[src/rtl/ssr_pkg.sv]
package ssr_pkg;
  typedef enum logic {
    DIR_TX = 1'b0,
    DIR_RX = 1'b1
  } dir_e;
endpackage

[src/rtl/ssr_bitclk.sv]
module ssr_bitclk
  import ssr_pkg::*;
#(
  parameter int DIV   = 12,
  parameter int WIDTH = 8
) (
  input  logic clk_i,
  input  logic rst_ni,
  input  logic start_i,
  input  dir_e start_dir_i,
  output logic busy_o,
  output dir_e dir_o,
  output logic sclk_o,
  output logic sample_o,
  output logic shift_o,
  output logic last_o
);
  localparam int HALF = DIV / 2;
  localparam int PH_W = (DIV > 1) ? $clog2(DIV) : 1;
  localparam int BC_W = (WIDTH > 1) ? $clog2(WIDTH) : 1;

  logic [PH_W-1:0] ph_q;
  logic [BC_W-1:0] bit_q;
  logic            busy_q;
  dir_e            dir_q;
  logic            bit_end;

  assign bit_end = busy_q && (ph_q == PH_W'(DIV - 1));

  always_ff @(posedge clk_i or negedge rst_ni) begin
    if (!rst_ni) begin
      busy_q <= 1'b0;
      dir_q  <= DIR_TX;
      ph_q   <= '0;
      bit_q  <= '0;
    end else if (!busy_q) begin
      if (start_i) begin
        busy_q <= 1'b1;
        dir_q  <= start_dir_i;
        ph_q   <= '0;
        bit_q  <= '0;
      end
    end else if (bit_end) begin
      ph_q <= '0;
      if (bit_q == BC_W'(WIDTH - 1)) busy_q <= 1'b0;
      else                           bit_q  <= bit_q + 1'b1;
    end else begin
      ph_q <= ph_q + 1'b1;
    end
  end

  assign busy_o   = busy_q;
  assign dir_o    = dir_q;
  assign sclk_o   = !busy_q || (ph_q >= PH_W'(HALF));
  assign sample_o = busy_q && (ph_q == PH_W'(HALF - 1));
  assign shift_o  = bit_end;
  assign last_o   = bit_end && (bit_q == BC_W'(WIDTH - 1));

  assert_idle_high_R3: assert property (@(posedge clk_i) disable iff (!rst_ni)
    !busy_q |-> sclk_o);
  assert_dir_hold_R9: assert property (@(posedge clk_i) disable iff (!rst_ni)
    (busy_q && $past(busy_q)) |-> $stable(dir_q));
endmodule

[src/rtl/ssr_shifter.sv]
module ssr_shifter
  import ssr_pkg::*;
#(
  parameter int WIDTH = 8
) (
  input  logic             clk_i,
  input  logic             rst_ni,
  input  logic             load_i,
  input  logic [WIDTH-1:0] load_data_i,
  input  logic             busy_i,
  input  dir_e             dir_i,
  input  logic             sample_i,
  input  logic             shift_i,
  input  logic             last_i,
  input  logic             sclk_i,
  input  logic             sdata_i,
  output logic             sdata_o,
  output logic             sdata_oe_o,
  output logic [WIDTH-1:0] rx_data_o
);
  logic [WIDTH-1:0] tx_sh_q, rx_sh_q, rx_data_q;
  logic             tx_act, rx_act;

  assign tx_act = busy_i && (dir_i == DIR_TX);
  assign rx_act = busy_i && (dir_i == DIR_RX);

  always_ff @(posedge clk_i or negedge rst_ni) begin
    if (!rst_ni)                tx_sh_q <= '0;
    else if (load_i)            tx_sh_q <= load_data_i;
    else if (tx_act && shift_i) tx_sh_q <= {1'b0, tx_sh_q[WIDTH-1:1]};
  end

  always_ff @(posedge clk_i or negedge rst_ni) begin
    if (!rst_ni) begin
      rx_sh_q   <= '0;
      rx_data_q <= '0;
    end else begin
      if (rx_act && sample_i) rx_sh_q   <= {sdata_i, rx_sh_q[WIDTH-1:1]};
      if (rx_act && last_i)   rx_data_q <= rx_sh_q;
    end
  end

  assign sdata_oe_o = tx_act;
  assign sdata_o    = tx_act & tx_sh_q[0];
  assign rx_data_o  = rx_data_q;

  assert_hold_at_rise_R4: assert property (@(posedge clk_i) disable iff (!rst_ni)
    (sdata_oe_o && sclk_i) |-> $stable(sdata_o));
  assert_release_in_rx_R5: assert property (@(posedge clk_i) disable iff (!rst_ni)
    rx_act |-> !sdata_oe_o);
endmodule

[src/rtl/ssr_flags.sv]
module ssr_flags (
  input  logic clk_i,
  input  logic rst_ni,
  input  logic busy_i,
  input  logic tx_set_i,
  input  logic rx_set_i,
  input  logic tx_clr_i,
  input  logic rx_clr_i,
  output logic tx_done_o,
  output logic rx_done_o
);
  logic tx_q, rx_q;

  always_ff @(posedge clk_i or negedge rst_ni) begin
    if (!rst_ni) begin
      tx_q <= 1'b0;
      rx_q <= 1'b0;
    end else begin
      if (tx_set_i)      tx_q <= 1'b1;
      else if (tx_clr_i) tx_q <= 1'b0;
      if (rx_set_i)      rx_q <= 1'b1;
      else if (rx_clr_i) rx_q <= 1'b0;
    end
  end

  assign tx_done_o = tx_q;
  assign rx_done_o = rx_q;

  assert_tx_flag_at_end_R8: assert property (@(posedge clk_i) disable iff (!rst_ni)
    $rose(tx_q) |-> ($past(busy_i) && !busy_i));
  assert_rx_flag_at_end_R8: assert property (@(posedge clk_i) disable iff (!rst_ni)
    $rose(rx_q) |-> ($past(busy_i) && !busy_i));
endmodule

[src/rtl/ssr_sync_serial.sv]
module ssr_sync_serial
  import ssr_pkg::*;
#(
  parameter int DIV   = 12,
  parameter int WIDTH = 8
) (
  input  logic             clk_i,
  input  logic             rst_ni,
  input  logic             buf_wr_i,
  input  logic [WIDTH-1:0] buf_wdata_i,
  input  logic             rx_en_i,
  input  logic             rx_flag_clr_i,
  input  logic             tx_flag_clr_i,
  input  logic             sdata_i,
  output logic             sdata_o,
  output logic             sdata_oe_o,
  output logic             sclk_o,
  output logic [WIDTH-1:0] rx_data_o,
  output logic             tx_done_o,
  output logic             rx_done_o
);
  logic busy, sample, shift, last, start_tx, start_rx, sclk;
  dir_e dir, start_dir;

  // transmit has priority over a receive start in the same cycle
  assign start_tx  = buf_wr_i && !busy;
  assign start_rx  = rx_flag_clr_i && rx_en_i && !busy && !buf_wr_i;
  assign start_dir = start_tx ? DIR_TX : DIR_RX;

  ssr_bitclk #(.DIV(DIV), .WIDTH(WIDTH)) u_bitclk (
    .clk_i       (clk_i),
    .rst_ni      (rst_ni),
    .start_i     (start_tx || start_rx),
    .start_dir_i (start_dir),
    .busy_o      (busy),
    .dir_o       (dir),
    .sclk_o      (sclk),
    .sample_o    (sample),
    .shift_o     (shift),
    .last_o      (last)
  );

  ssr_shifter #(.WIDTH(WIDTH)) u_shifter (
    .clk_i       (clk_i),
    .rst_ni      (rst_ni),
    .load_i      (start_tx),
    .load_data_i (buf_wdata_i),
    .busy_i      (busy),
    .dir_i       (dir),
    .sample_i    (sample),
    .shift_i     (shift),
    .last_i      (last),
    .sclk_i      (sclk),
    .sdata_i     (sdata_i),
    .sdata_o     (sdata_o),
    .sdata_oe_o  (sdata_oe_o),
    .rx_data_o   (rx_data_o)
  );

  ssr_flags u_flags (
    .clk_i     (clk_i),
    .rst_ni    (rst_ni),
    .busy_i    (busy),
    .tx_set_i  (last && (dir == DIR_TX)),
    .rx_set_i  (last && (dir == DIR_RX)),
    .tx_clr_i  (tx_flag_clr_i),
    .rx_clr_i  (rx_flag_clr_i),
    .tx_done_o (tx_done_o),
    .rx_done_o (rx_done_o)
  );

  assign sclk_o = sclk;

  assert_rx_needs_en_R7: assert property (@(posedge clk_i) disable iff (!rst_ni)
    ($rose(busy) && dir == DIR_RX) |-> $past(rx_en_i));
  assert_tx_wins_R10: assert property (@(posedge clk_i) disable iff (!rst_ni)
    ($rose(busy) && $past(buf_wr_i)) |-> (dir == DIR_TX));
  assert_oe_only_tx_R5: assert property (@(posedge clk_i) disable iff (!rst_ni)
    sdata_oe_o |-> (busy && dir == DIR_TX));
endmodule

[config.mk]
export PLATFORM = sky130hd
export DESIGN_NAME = ssr_sync_serial
export DESIGN_NICKNAME = d
export VERILOG_FILES = /design/src/rtl/ssr_pkg.sv /design/src/rtl/ssr_bitclk.sv /design/src/rtl/ssr_shifter.sv /design/src/rtl/ssr_flags.sv /design/src/rtl/ssr_sync_serial.sv
export SDC_FILE = /design/constraint.sdc
export NUM_CORES = 1
export LEC_CHECK = 0
export BUFFER_PORTS_ARGS = -buffer_cell sky130_fd_sc_hd__buf_4
export CAP_MARGIN = 25
export CORE_AREA = 2 2 59 61
export CTS_BUF_LIST = sky130_fd_sc_hd__clkbuf_8
export DETAILED_ROUTE_END_ITERATION = 10
export DIE_AREA = 0 0 61 63
export PLACE_DENSITY = 0.76
export SLEW_MARGIN = 10
export SYNTH_ARGS = -nofsm -noshare
export SYNTH_HDL_FRONTEND = slang
export SYNTH_HIERARCHICAL = 1
export SYNTH_SLANG_ARGS = --single-unit
[constraint.sdc]
create_clock -name clk_i -period 1.5 [get_ports clk_i]
set_input_delay 0.15 -clock clk_i [delete_from_list [all_inputs] [get_ports clk_i]]
set_output_delay 0.15 -clock clk_i [all_outputs]
set_load 0.05 [all_outputs]
Yosys cells after proc, flatten, opt, wreduce, memory -nomap -nowiden:

Cells that the tools add are included.
W data, S select, Z words.

* register bits: 35
* bits of input ports: 15
* output and inout port bits: 13

* add/subtract/negate cells: 2
* magnitude comparators: 1
* equal/unequal tests: 5
* muxes and demuxes: 18
* bitwise logic cells: 3
* reduce and logical (&&, ||, !) cells: 24

Operators with widths (number)
* $mux W8: 2
* $logic_and A1 B1 Y1: 14
* $mux W3: 4
* $mux W4: 3
* $mux W1: 9
* $reduce_bool A2 Y1: 4
* $add A4 B1 Y4 const B: 1
* $eq A4 B3 Y1 const B: 1
* $eq A4 B4 Y1 const B: 1
* $ge A4 B3 Y1 const B: 1
* $ne A2 B2 Y1 const B: 2
* $add A3 B1 Y3 const B: 1
* $eq A3 B3 Y1 const B: 1
* $reduce_and A3 Y1: 1
* $logic_not A1 Y1: 2
* $logic_or A1 B1 Y1: 2
* $not A1 Y1: 2
* $reduce_and A2 Y1: 1
* $and A1 B1 Y1: 1

Logic depth before layout (Yosys ltp):

* depth after elaboration: 6
* gate-level depth with buffers: 6
* depth with buffers taken out: 5

By module:

The synthesis kept the hierarchy.

Modules (own cells, without submodules)
* ssr_shifter: times used 1, cells each 79, area each 991.0 um2, sequential area each 600.6 um2
* ssr_bitclk: times used 1, cells each 50, area each 506.7 um2, sequential area each 225.2 um2
* ssr_flags: times used 1, cells each 6, area each 72.6 um2, sequential area each 50.0 um2
* ssr_sync_serial: times used 1, cells each 6, area each 45.0 um2, sequential area each 0.0 um2

Worst setup path before layout:

OpenSTA, ideal clock, no wires.

* path kind: reg-to-output
* from: register u_bitclk.busy_q, in the netlist u_bitclk/busy_o
* to: output sdata_o
* arrival time: 1.765 ns
* data required time: 1.350 ns
* setup slack: -0.415 ns
* stages on the path, launching flop included: 3
* cell sequence: dfrtp_1 > nor2b_1 > and2_1

* word-level cells in the longest chain between the ends: 2

RTL lines
* start: declaration: RTL line ssr_bitclk.sv:24 `logic busy_q;`
* start signal: assignment: RTL line ssr_bitclk.sv:32 `busy_q <= 1'b0;`
* start signal: assignment: RTL line ssr_bitclk.sv:38 `busy_q <= 1'b1;`
* start signal: assignment: RTL line ssr_bitclk.sv:45 `if (bit_q == BC_W'(WIDTH - 1)) busy_q <= 1'b0;`
* $logic_and A1 B1 Y1: RTL line ssr_shifter.sv:24 `assign tx_act = busy_i && (dir_i == DIR_TX);`
* net sdata_oe_o: RTL line ssr_sync_serial.sv:16 `output logic sdata_oe_o,`
* $and A1 B1 Y1: RTL line ssr_shifter.sv:44 `assign sdata_o = tx_act & tx_sh_q[0];`
* end: declaration: RTL line ssr_sync_serial.sv:15 `output logic sdata_o,`

The timed path passes the listed nets, and every way through them passes these cells.

Final worst setup path:

* from: register u_bitclk.ph_q[0]
* to: register u_shifter.rx_data_q[5], in the netlist u_shifter/rx_data_o[5]

* word-level cells in the longest chain between the ends: 4

RTL lines
* start: declaration: RTL line ssr_bitclk.sv:22 `logic [PH_W-1:0] ph_q;`
* start signal: assignment: RTL line ssr_bitclk.sv:48 `ph_q <= ph_q + 1'b1;`
* $eq A4 B4 Y1: RTL line ssr_bitclk.sv:28 `assign bit_end = busy_q && (ph_q == PH_W'(DIV - 1));`
* $logic_and A1 B1 Y1: RTL line ssr_bitclk.sv:28
* net shift: RTL line ssr_sync_serial.sv:22 `logic busy, sample, shift, last, start_tx, start_rx, sclk;`
* $logic_and A1 B1 Y1: RTL line ssr_bitclk.sv:57 `assign last_o = bit_end && (bit_q == BC_W'(WIDTH - 1));`
* net last: RTL line ssr_sync_serial.sv:22
* $logic_and A1 B1 Y1: RTL line ssr_shifter.sv:39 `if (rx_act && last_i) rx_data_q <= rx_sh_q;`
* end signal: assignment: RTL line ssr_shifter.sv:39
* end: declaration: RTL line ssr_shifter.sv:21 `logic [WIDTH-1:0] tx_sh_q, rx_sh_q, rx_data_q;`

The timed path passes the listed nets, and every way through them passes these cells.
A chain may end at the register's enable or synchronous reset.

==> results.cfg <==
[synthesis]
synthArstFlopShare = 1.00
synth-seq-cells = 35
syn-mean-instance-area_sq_um = 11.5
synth-seq-area-share = 0.542
synthTopCellsByCount = 35 x dfrtp_1, 17 x mux2_2, 16 x nand2_1
synth-edff-count = 0
netlist_top_cells_area = dfrtp_1 54%, mux2_2 12%, a21oi_1 4.3%, nor2b_1 4.3%, ha_1 3.9%
yosysWarnings = 6
yosysTopAreaCell = dfrtp_1
ys.flop_type = dfrtp_1
synth_top_area_frac = 0.542
yosys.cell_types.count = 31
synth_area_sq_mm = 0.00162
syn_nets = 161
synth_cells = 141
yosys.cell_count.top_type = dfrtp_1

[timing]
tightest_slew_ns = 0.424
max_freq_mhz = 638
setup_ws_ns = -0.0680
clock_skew_ns = 0.00360
slew_violations = 0
post-route-period-util = 1.05
layout_min_cycle_time_ns = 1.57
grt_setup_unrepaired = true
setup_viol = 18
slew_headroom = 0.717
hold_viol_final = 0

[placement]
port-buffer-count = 27
place_ws_ns = -0.0629
globalplace.congestion = 0.782
dp.cells = 222
place_hpwl_um = 2150

[drt]
wl_um = 3210
num_vias = 1211
drtPass1Iterations = 4
via_per_inst = 5.09
ant_nets = 0
drc_errors = 0
drt-wirelength-per-cell_um = 13.5
drt-initial-drc-count = 52

[clock_network]
cts_made_buffers = 5
cts_tree = yes
cts_sinks = 35
clk_pin_slew_worst_paths_ns = 0.07
clock_path_buffers = 2
insertion_delay_ns = 0.28
cts_root_buf = clkbuf_8
htreeDepth = 2

[power_and_ir_drop]
p_int_w = 0.00230
pwr-share-clk = 0.175
powerDensity_mw_per_mm2 = 1680
power_w = 0.00364
power_switching_w = 0.00134
vdd_drop_max_mv = 0.877
switching_share = 0.369
comb_power_share = 0.423
leakagePower_nw = 1.09
seqPwrFrac = 0.402

[die]
core_sq_mm = 0.00323
fp-row-count = 21
die_x_um = 61
start_util = 0.500
die_height_um = 63
dieArea_sq_mm = 0.00384
io_pins = 28

[layout]
area_growth_pct = 34.1
fill_cells = 265
fin_nets = 211
drive_above_1_share = 0.474
num_antenna_cells = 0
layout.cells.non_filler = 238

[worst_setup_path]
startpoint_type = flip-flop
endpoint_kind = flip-flop
crit_arrival_ns = 1.74
critPathRequiredTime_ns = 1.67
critPathKind = flip-flop to flip-flop
critPathMaxFanout = 8

[grt]
overflow = 0
grt_use_total = 0.187
antenna_found_initial = 0
grt_pass1_wl_um = 5230
grt_pass1_vias = 1208
grt_max_degree = 36

[status]
violations = negative setup slack
status = finished, violations left

[worst_hold_path]
hold_path_class = input port to flip-flop

[run]
max_cap_violations = 0
## cell families (layout without fill, tap and decap cells)
family                     count (synthesis)  in the layout  share of synthesized area
muxes                                     18             18                      0.125
and+or+nand+nor                           47             47                      0.177
DFF                                       35             35                      0.542
adders and majority gates                  5              5                     0.0387
buffers and inverters                      9             60                     0.0240
AOI/OAI and AO/OA                         27             27                     0.0937
## final cells by class
cell class                 count  area (sq um)  share of cell area
clock buffer                   5          68.8              0.0318
clock inverter                 3          16.3             0.00751
inverter                       6          26.3              0.0121
multi-input combinational     97           757               0.350
sequential                    35           877               0.405
tap                           46          57.6              0.0266
timing repair buffer          45           355               0.164
timing repair inverter         1          7.51             0.00347
## state kept, by name (all words and copies together), names as in the netlist
signal	cells
u_shifter/rx_data_o	8
u_shifter/rx_sh_q	8
u_shifter/tx_sh_q	8
u_bitclk/ph_q	4
u_bitclk/bit_q	3
u_bitclk/busy_o	1
u_bitclk/dir_o	1
u_flags/rx_done_o	1
u_flags/tx_done_o	1
## critical path, stage by stage, from the launching register on
cell	delay [ns]
dfrtp_1	0.37
ha_2	0.20
and4b_4	0.26
and2_4	0.16
nand3_4	0.13
mux2_4	0.34
## placed cells by master (no fill, tap or decap), types with 2 or more instances in the layout
cell type	count
dfrtp_1	34
nand3b_1	3
o21ai_1	2
buf_6	2
ha_2	3
inv_1	6
clkinvlp_4	3
and2_1	2
nor2_1	2
nor2b_1	10
a21o_1	2
nor2b_4	2
mux2_2	16
buf_4	41
a21oi_1	7
a21oi_2	8
nand2b_1	2
clkbuf_8	5
o21ai_0	4
nand2_1	16
ha_1	2
## path summary, 6_finish.rpt
path / cells past startpoint / endpoint / from / slack (ns)
setup / recovery: 5 / u_shifter/rx_data_o[5] / u_bitclk/ph_q[0] / -0.07
hold reg to reg: 1 / u_flags/rx_done_o / u_flags/rx_done_o / 0.49
min in group asynchronous: 2 / u_bitclk/ph_q[2] / rst_ni / 0.35
setup reg to reg: 5 / u_shifter/rx_data_o[5] / u_bitclk/ph_q[0] / -0.07
hold / removal: 3 / u_shifter/tx_sh_q[7] / buf_wdata_i[7] / 0.08
max in group asynchronous: 2 / u_bitclk/busy_o / rst_ni / 0.83
## power groups by stage
| stage | Sequential, W | Clock, W | Combinational [W] |
|---|---|---|---|
| after global routing | 0.00150 | 0.000702 | 0.00169 |
| after detailed placement | 0.00146 | 0 | 0.00134 |
| final | 0.00146 | 0.000637 | 0.00154 |
| after floorplan | 0.00147 | 0 | 0.000867 |
| after global placement | 0.00144 | 0 | 0.00130 |
| after CTS | 0.00144 | 0.000657 | 0.00141 |
## metal layers
metal | routed length, um | part of all wire | global-route usage | up-vias
met5 | 0 | 0 | 0 | -
met4 | 60 | 0.019 | 0.0978 | 0
met3 | 108 | 0.034 | 0.0455 | 6
met2 | 1730 | 0.54 | 0.305 | 25
met1 | 1300 | 0.41 | 0.220 | 602
li1 | - | - | - | 578
## stage by stage
step / setup TNS [ns] / hold WS (ns) / instance area (sq um) / util
2_1_floorplan: -0.428 / -0.146 / 1640 / -
3_3_place_gp: -0.175 / 0.116 / 1960 / 0.607
3_5_place_dp: -0.429 / 0.118 / 1960 / 0.607
4_1_cts: -0.504 / 0.0766 / 2080 / 0.645
5_1_grt: -2.00 / 0.0949 / 2170 / 0.670
6_report: -0.488 / 0.0784 / 2170 / 0.670
## repair_timing
item                                   CTS  global route
resized for setup                        4            15
setup endpoints to repair               10            30
pin swaps                                1            13
hold buffers                             1             0
buffers inserted                         2             4
gates cloned                             0             1
endpoints found under the hold margin   35             0
Note: power is estimated with default switching activity, not from simulation.
